`src/rtl/adc_cmd_sequencer.sv`:
```
module adc_cmd_sequencer #(
  parameter int QDEPTH    = 8,
  parameter int PER_W     = 16,
  parameter int OVH_CLKS  = 14,
  parameter int DIFF_BASE = 13,
  parameter int SE_BASE   = 14
) (
  input  logic                       clk,
  input  logic                       rst,
  input  logic                       pq_we,
  input  logic [$clog2(QDEPTH)-1:0]  pq_waddr,
  input  logic [31:0]                pq_wdata,
  input  logic                       sq_we,
  input  logic [31:0]                sq_wdata,
  input  logic                       trig_en,
  input  logic [PER_W-1:0]           trig_period,
  input  logic                       ovf_clr,
  output logic                       ovf_flag,
  output logic                       res_valid,
  output logic [15:0]                res_data,
  output logic [3:0]                 res_tag,
  input  logic                       res_ready
);
  localparam int AW = $clog2(QDEPTH);
  localparam int CW = $clog2(SE_BASE + 128 + 1);
  localparam int OW = $clog2(SE_BASE + 128 + OVH_CLKS + 1);

  typedef enum logic [1:0] {P_WAIT, P_RUN, P_OVH} pst_t;

  function automatic logic [CW-1:0] conv_len(input logic [13:0] f);
    int b, s;
    b = (f[7:5] == 3'b011) ? DIFF_BASE : SE_BASE;
    case (f[9:8])
      2'd0: s = 2;
      2'd1: s = 8;
      2'd2: s = 64;
      default: s = 128;
    endcase
    return CW'(b + s);
  endfunction

  logic [15:0] pq_mem [QDEPTH];
  logic [13:0] sq_mem [QDEPTH];
  logic [AW-1:0] sq_wp, sq_rp, p_ptr, loop_ptr;
  logic [AW:0] sq_cnt;
  logic [PER_W-1:0] tb_cnt;
  logic [CW-1:0] conv_cnt;
  logic [OW-1:0] ovh_cnt;
  logic [7:0] cur_chan, num;
  logic [3:0] cur_tag;
  pst_t p_st;
  logic pend, late_run;

  logic unused_bits;
  assign unused_bits = ^{pq_wdata[31], pq_wdata[28:24], pq_wdata[17:16], pq_wdata[7:0],
                         sq_wdata[31:24], sq_wdata[17:16], sq_wdata[7:0]};

  logic [15:0] pcmd;
  logic [13:0] icmd;
  logic trig, conv_free, start, pri_issue, sec_issue, issue, stall, done, trig_bad, sq_push;

  assign pcmd      = pq_mem[p_ptr];
  assign trig      = trig_en && (tb_cnt == trig_period);
  assign conv_free = (conv_cnt == '0);
  assign start     = (p_st == P_WAIT) && (trig || pend) && conv_free;
  assign pri_issue = conv_free && (start || p_st == P_RUN);
  assign sec_issue = conv_free && (p_st == P_WAIT) && !trig && !pend && (sq_cnt != '0);
  assign issue     = pri_issue || sec_issue;
  assign icmd      = pri_issue ? pcmd[13:0] : sq_mem[sq_rp];
  assign stall     = res_valid && !res_ready;
  assign done      = (conv_cnt == CW'(1)) && !stall;
  assign trig_bad  = trig && (pend || (p_st != P_WAIT && !late_run));
  assign sq_push   = sq_we && (sq_cnt != (AW+1)'(QDEPTH));

  always_ff @(posedge clk) begin
    if (pq_we) pq_mem[pq_waddr] <= {pq_wdata[30:29], pq_wdata[23:18], pq_wdata[15:8]};
    if (sq_push) sq_mem[sq_wp] <= {sq_wdata[23:18], sq_wdata[15:8]};
  end

  always_ff @(posedge clk) begin
    if (rst) begin
      sq_wp <= '0; sq_rp <= '0; sq_cnt <= '0;
    end else begin
      if (sq_push) sq_wp <= sq_wp + 1'b1;
      if (sec_issue) sq_rp <= sq_rp + 1'b1;
      sq_cnt <= sq_cnt + (AW+1)'(sq_push) - (AW+1)'(sec_issue);
    end
  end

  always_ff @(posedge clk) begin
    if (rst || !trig_en || trig) tb_cnt <= '0;
    else tb_cnt <= tb_cnt + 1'b1;
  end

  always_ff @(posedge clk) begin
    if (rst) conv_cnt <= '0;
    else if (issue) conv_cnt <= conv_len(icmd) - CW'(1);
    else if (done) conv_cnt <= '0;
    else if (conv_cnt > CW'(1)) conv_cnt <= conv_cnt - CW'(1);
    if (issue) begin
      cur_chan <= icmd[7:0];
      cur_tag  <= icmd[13:10];
    end
  end

  always_ff @(posedge clk) begin
    if (rst) begin
      res_valid <= 1'b0; num <= '0; res_data <= '0; res_tag <= '0;
    end else if (done) begin
      res_valid <= 1'b1;
      res_data  <= {cur_chan, num};
      res_tag   <= cur_tag;
      num       <= num + 1'b1;
    end else if (res_ready) res_valid <= 1'b0;
  end

  always_ff @(posedge clk) begin
    if (rst) begin
      p_st <= P_WAIT; p_ptr <= '0; loop_ptr <= '0; ovh_cnt <= '0;
      pend <= 1'b0; late_run <= 1'b0; ovf_flag <= 1'b0;
    end else begin
      if (start) late_run <= pend;
      if (pri_issue) begin
        if (pcmd[14]) loop_ptr <= p_ptr;
        if (pcmd[15]) begin
          p_ptr   <= pcmd[14] ? p_ptr : loop_ptr;
          p_st    <= P_OVH;
          ovh_cnt <= OW'(conv_len(pcmd[13:0])) + OW'(OVH_CLKS - 1);
        end else begin
          p_ptr <= p_ptr + 1'b1;
          p_st  <= P_RUN;
        end
      end else if (p_st == P_OVH) begin
        if (ovh_cnt <= OW'(1)) begin
          p_st <= P_WAIT; ovh_cnt <= '0;
        end else ovh_cnt <= ovh_cnt - OW'(1);
      end
      if (start) pend <= 1'b0;
      else if (trig && !trig_bad) pend <= 1'b1;
      if (trig_bad) ovf_flag <= 1'b1;
      else if (ovf_clr) ovf_flag <= 1'b0;
    end
  end
endmodule


```
`config.mk`:
```
export PLATFORM = sky130hd
export DESIGN_NAME = adc_cmd_sequencer
export DESIGN_NICKNAME = d
export VERILOG_FILES = /design/src/rtl/adc_cmd_sequencer.sv
export SDC_FILE = /design/constraint.sdc
export NUM_CORES = 1
export LEC_CHECK = 0
export ABC_AREA = 0
export BUFFER_PORTS_ARGS = -buffer_cell sky130_fd_sc_hd__buf_2
export CAP_MARGIN = 20
export CORE_ASPECT_RATIO = 0.8
export CORE_MARGIN = 8
export CORE_UTILIZATION = 45
export CTS_CLUSTER_SIZE = 8
export DETAILED_ROUTE_END_ITERATION = 8
export MAX_ROUTING_LAYER = met4
export PLACE_DENSITY_LB_ADDON = 0.08
export SYNTH_ARGS = -nofsm -noshare
export SYNTH_HDL_FRONTEND = slang
export SYNTH_SLANG_ARGS = --single-unit
export TNS_END_PERCENT = 10
```
`constraint.sdc`:
```
create_clock -name clk -period 2.7 [get_ports clk]
set_clock_uncertainty 0.2 [all_clocks]
set_input_delay 0.675 -clock clk [delete_from_list [all_inputs] [get_ports clk]]
set_output_delay 0.675 -clock clk [all_outputs]
set_load 0.005 [all_outputs]
```
==> flow_summary.toml, run 1 <==
[global_routing]
track_usage = 0.175
grt_pass1_vias = 8589
antenna_found_initial = 4
grt_pass1_wl_mm = 48.8
grt_start_max_net_pins = 36
overflow = 0

[timing]
worst_pin_slew_ns = 0.538
setup_slack_ns = 0.113
rsz0062_at_grt = "true"
slew-limit-headroom = 0.642
final.min_clock_period_ns = 2.59
min_period_over_period = 0.958
setup_viol = 0
drv_slew = 0
hold_viol = 0
timing.fmax_mhz = 387

[pwr]
total_power_mw = 14.1
ir_drop_uv = 490
p_leak_nw = 5.83
power.density_nw_per_um2 = 829

[synthesis]
synth-simple-area-share = 0.0933
synth-main-ff-cell = "edfxtp_1"
ys_warn_count = 0
synth_top_family_by_area = "multiplexers"
syn_nets = 1036
synth_compound_area_frac = 0.0558
synth_area_um2 = 13900
synth_cell_type_count = 66
synth-xor-area-share = 0.0309
yosysSeqAreaShare = 0.671
synth_enable_flop_cells = 252
synth_area_per_cell_um2 = 15.0
synthAdderAreaFrac = 0.0158
synth_cells = 929
synth-async-reset-ratio = 0
ys_ff_latch = 340
synthMuxAreaShare = 0.117

[final_layout]
final_cell_count_no_fill = 1563
fin_util = 0.560
final_area_um2 = 17000
nNetsFinal = 1215
layout_commonest_cell = "edfxtp_1"
drive_above_1_share = 0.283
layout_common_cells = "edfxtp_1 (252), dfxtp_1 (81), buf_4 (80)"
areaGrowthSynthToFinish_pct = 22.4

[worst_setup_path]
start_kind = "flop"
worstPathArrival_ns = 2.81
cp_max_fo = 4
cp-end-kind = "flop"
crit_type = "flop to flop"
critical_path_required_ns = 2.92

[floorplan]
io_pins = 112
die-area_um2 = 36800
start_util = 0.458
num_rows = 57
fp.dieW_um = 213
die_y_um = 173
fp.coreArea_um2 = 30400

[status]
status = "completed"

[routing]
vias = 8244
firstDrtPassIters = 5
drt-wirelength-per-cell_um = 19.6
drc = 0
drt_iter0_drc = 566
wl_mm = 30.7
viasPerCell = 5.27
drtAntennaViolNets = 0

[clock_tree]
cts.sinks = 340
tritoncts = "yes"
clk-insertion-delay-late_ns = 0.57
root_buffer = "clkbuf_16"
numCtsBuffers = 48
clk_pin_slew_ns = 0.05
htreeDepth = 2
cts.path.max_buffers = 3

[placed_design]
dp_cells = 1470
gp_congestion = 0.790
place_area_um2 = 15500
post-dp-hpwl_mm = 20.2
io_buffers = 77
pre_cts_ws_ns = -0.351

[flow_run]
maxCapViolations = 0

[hold_path]
hp-class = "input pin to flop"
-- cell type report --
cell class / instances / area (µm²)
flip-flops and latches: 340 / 9340
clock inverters: 4 / 71.3
clock buffers: 84 / 1340
repair buffers: 166 / 1170
fillers: 2485 / 13400
diodes: 4 / 10.0
inverters: 16 / 60.1
multi-input cells: 536 / 4520
well taps: 413 / 517
-- cell families (layout without fill, tap and decap cells) --
family	Yosys count	after routing
other cells	0	4
compound gates	119	119
mux	87	87
fa+ha+maj	17	17
flops	340	340
simple gates	264	264
buf+inv	53	270
xor+xnor	49	49
-- worst max-delay path, stage by stage (launching register included) --
cell and delay, ns:
dfxtp_2 0.38, xnor2_2 0.13, nand4_1 0.22, nor4_4 0.38, a21oi_2 0.09, ha_1 0.30
inv_2 0.07, ha_4 0.13, inv_2 0.03, fa_2 0.50, nor2_1 0.03
-- Yosys cell counts (4+ instances only) --
cell	count	share of area
inv_1	15	0.0040
a31oi_1	7	0.0031
or3_1	7	0.0031
clkbuf_1	22	0.0059
o21ai_0	16	0.0058
mux4_2	60	0.097
nor2b_1	13	0.0058
edfxtp_1	252	0.54
nor3_1	15	0.0054
xnor2_1	34	0.021
a21oi_1	55	0.020
mux2_2	4	0.0032
buf_2	10	0.0036
nor3b_1	5	0.0027
nand3_1	16	0.0058
ha_1	16	0.014
mux2i_1	21	0.015
nand2_1	75	0.020
a211oi_1	11	0.0059
dfxtp_1	88	0.13
nand2b_1	11	0.0049
xor2_1	15	0.0094
nand4_1	10	0.0045
nor2_1	76	0.021
and3_1	11	0.0049
-- per-stage QoR --
stage / hold slack, ns / setup TNS [ns]
detailed placement: 0.246 / -1.60
global placement: 0.242 / -1.14
floorplan: 0.244 / -2.00
global route: 0.157 / -0.0438
CTS: 0.145 / 0
finish: 0.176 / 0
-- state kept, by name, indices dropped and copies added (netlist names), named ones only --
name       count
pend           1
sq_mem       112
loop_ptr       3
conv_cnt       8
p_ptr          3
ovh_cnt        8
num            8
cur_chan       8
cur_tag        4
sq_rp          3
ovf_flag       1
p_st           2
res_tag        4
sq_cnt         4
sq_wp          3
res_data      16
tb_cnt        16
late_run       1
pq_mem       128
res_valid      1
-- what timing repair did --
action	in CTS	in global routing
gates resized for setup	0	15
hold buffers	0	0
setup endpoints to repair	0	7
setup buffers	0	1
-- routing by layer --
layer  part of all wire  vias up  global-route usage
met5                  0        -                   -
met4              0.016        0              0.0462
met3              0.051       40              0.0372
met2               0.45      164               0.261
met1               0.48     4127               0.242
li1                   -     3913                   -
-- power by group --
group	leakage (nW)	switching (mW)	internal (mW)	total, mW
clock	0.666	2.14	3.34	5.48
sequential	3.01	0.183	6.02	6.20
combinational	2.16	1.27	1.16	2.43
total	5.83	3.59	10.5	14.1
-- worst paths after layout --
| check | from | to | slack (ns) | cells after the start |
|---|---|---|---|---|
| worst max-delay path | tb_cnt[1] | sq_cnt[1] | 0.11 | 10 |
| worst min-delay path | pq_wdata[22] | pq_mem[6][12] | 0.18 | 1 |
| worst max register to register | tb_cnt[1] | sq_cnt[1] | 0.11 | 10 |
| worst min register to register | res_data[15] | res_data[15] | 0.25 | 2 |
(Power assumes the default switching activity.)
==> run 2: changes to the inputs <==
==> constraint.sdc (replaced) <==
create_clock -name clk -period 2.7 [get_ports clk]
set_clock_uncertainty 0.2 [all_clocks]
set_input_delay 0.54 -clock clk [delete_from_list [all_inputs] [get_ports clk]]
set_output_delay 0.54 -clock clk [all_outputs]
set_load 0.005 [all_outputs]
==> flow_summary.toml, run 2 (same netlist as run 1, synthesis figures left out) <==
[hold_path]
hold_start = "pq_wdata[19]"
hp-class = "input pin to flop"
holdPathStages = 1
holdPathEnd = "pq_mem[1][9]"

[floorplan]
start_util = 0.458
fp.dieW_um = 213
fp.coreArea_um2 = 30400
die-area_um2 = 36800
io_pins = 112
die_y_um = 173
num_rows = 57

[clock_tree]
clk_pin_slew_ns = 0.06
cts-hold-fix-buffers = 0
cts.sinks = 340
cts.path.max_buffers = 3
root_buffer = "clkbuf_16"
tritoncts = "yes"
clk-insertion-delay-late_ns = 0.56
numCtsBuffers = 48
htreeDepth = 2

[flow_run]
maxCapViolations = 0

[routing]
drt_iter0_drc = 567
wl_mm = 31.0
firstDrtPassIters = 4
drtAntennaViolNets = 0
drt-wirelength-per-cell_um = 19.9
drc = 0
vias = 8303
viasPerCell = 5.33

[worst_setup_path]
reg2reg_depth = 10
r2r_start = "tb_cnt[15]"
start_kind = "flop"
r2r_end = "sq_cnt[1]"
cp_max_fo = 2
r2r_setup_slack_ns = 0.05
crit_type = "flop to flop"
cp-end-kind = "flop"
critical_path_required_ns = 2.92
worstPathArrival_ns = 2.87

[final_layout]
layout_common_cells = "edfxtp_1 (252), buf_4 (81), dfxtp_1 (79)"
multiInputGateArea_um2 = 4480
areaGrowthSynthToFinish_pct = 21.7
regMostFlops = "pq_mem"
drive_above_1_share = 0.280
regArea_um2 = 9350
fin_util = 0.557
nNetsFinal = 1212
layout_commonest_cell = "edfxtp_1"
fillCellCount = 2507
largestRegisters = "pq_mem: 128 flops, sq_mem: 112 flops"
largest_reg_flops = 128

[global_routing]
antenna_found_initial = 3
track_usage = 0.176
grt_pass1_vias = 8553
grt_start_max_net_pins = 38
grt_pass1_wl_mm = 49.1
overflow = 0

[timing]
rsz0062_at_grt = "true"
hold_viol = 0
final.min_clock_period_ns = 2.65
drv_slew = 0
min_period_over_period = 0.980
timing.fmax_mhz = 378
worst_pin_slew_ns = 0.510
worst_hold_slack_ns = 0.0441
slew-limit-headroom = 0.657
setup_viol = 0

[pwr]
ir_drop_uv = 677
p_leak_nw = 5.80
power.density_nw_per_um2 = 836

[placed_design]
io_buffers = 77
post-dp-hpwl_mm = 20.2
gp_congestion = 0.809

[status]
status = "completed"
run 2: routing by layer:
| layer | routed length (µm) | vias up | global-route usage | share of wire |
|---|---|---|---|---|
| met1 | 15100 | 4169 | 0.249 | 0.49 |
| li1 | - | 3915 | - | - |
| met3 | 1480 | 41 | 0.0352 | 0.048 |
| met4 | 454 | 0 | 0.0439 | 0.015 |
| met5 | 0 | - | - | 0 |
| met2 | 13900 | 178 | 0.259 | 0.45 |
run 2: critical path, cell delays in order, from the launching register on:
cell and delay [ns]:
dfxtp_2 0.34, xnor2_4 0.15, nand4_1 0.22, nor4_4 0.41, a21oi_2 0.10, ha_1 0.29
inv_1 0.06, ha_2 0.17, inv_2 0.04, fa_2 0.50, nor2_1 0.03
run 2: report_power, final:
part | internal (mW) | leakage, nW | total, mW | switching (mW)
clock network | 3.43 | 0.674 | 5.61 | 2.18
logic | 1.11 | 2.12 | 2.34 | 1.23
registers | 6.02 | 3.01 | 6.19 | 0.175
run 2: layout make-up:
type                       instances  share of cell area
clock buffer                      82              0.0785
timing repair buffer             163              0.0646
multi-input combinational        536               0.265
tap                              413              0.0305
inverter                          16             0.00355
antenna                            3            0.000443
clock inverter                     4             0.00569
sequential                       340               0.552
run 2: worst max path at each step:
stage / end / from / cells past startpoint
floorplan: sq_cnt[1] / trig_period[3] / 10
CTS: sq_cnt[1] / tb_cnt[5] / 10
finish: sq_cnt[1] / tb_cnt[15] / 10
detailed placement: sq_cnt[1] / trig_period[3] / 11
global route: sq_cnt[1] / tb_cnt[0] / 10
global placement: sq_cnt[1] / trig_period[2] / 11
run 2: what timing repair did:
| action | CTS | global route |
|---|---|---|
| pin swaps | 2 | 9 |
| resized for setup | 4 | 9 |
| buffers inserted | 1 | 1 |
| setup endpoints to repair | 2 | 4 |
run 2: through the flow:
step,power [mW],instances,TNS (ns),cell area [µm²],setup slack (ns)
2_1_floorplan,7.80,929,-0.0783,14000,-0.0560
3_3_place_gp,8.64,1466,-0.449,15400,-0.193
4_1_cts,14.3,1553,0,16900,0.0344
6_report,14.1,1557,0,16900,0.0543
3_5_place_dp,8.65,1466,-0.748,15400,-0.291
5_1_grt,14.8,1557,-0.0995,16900,-0.0540
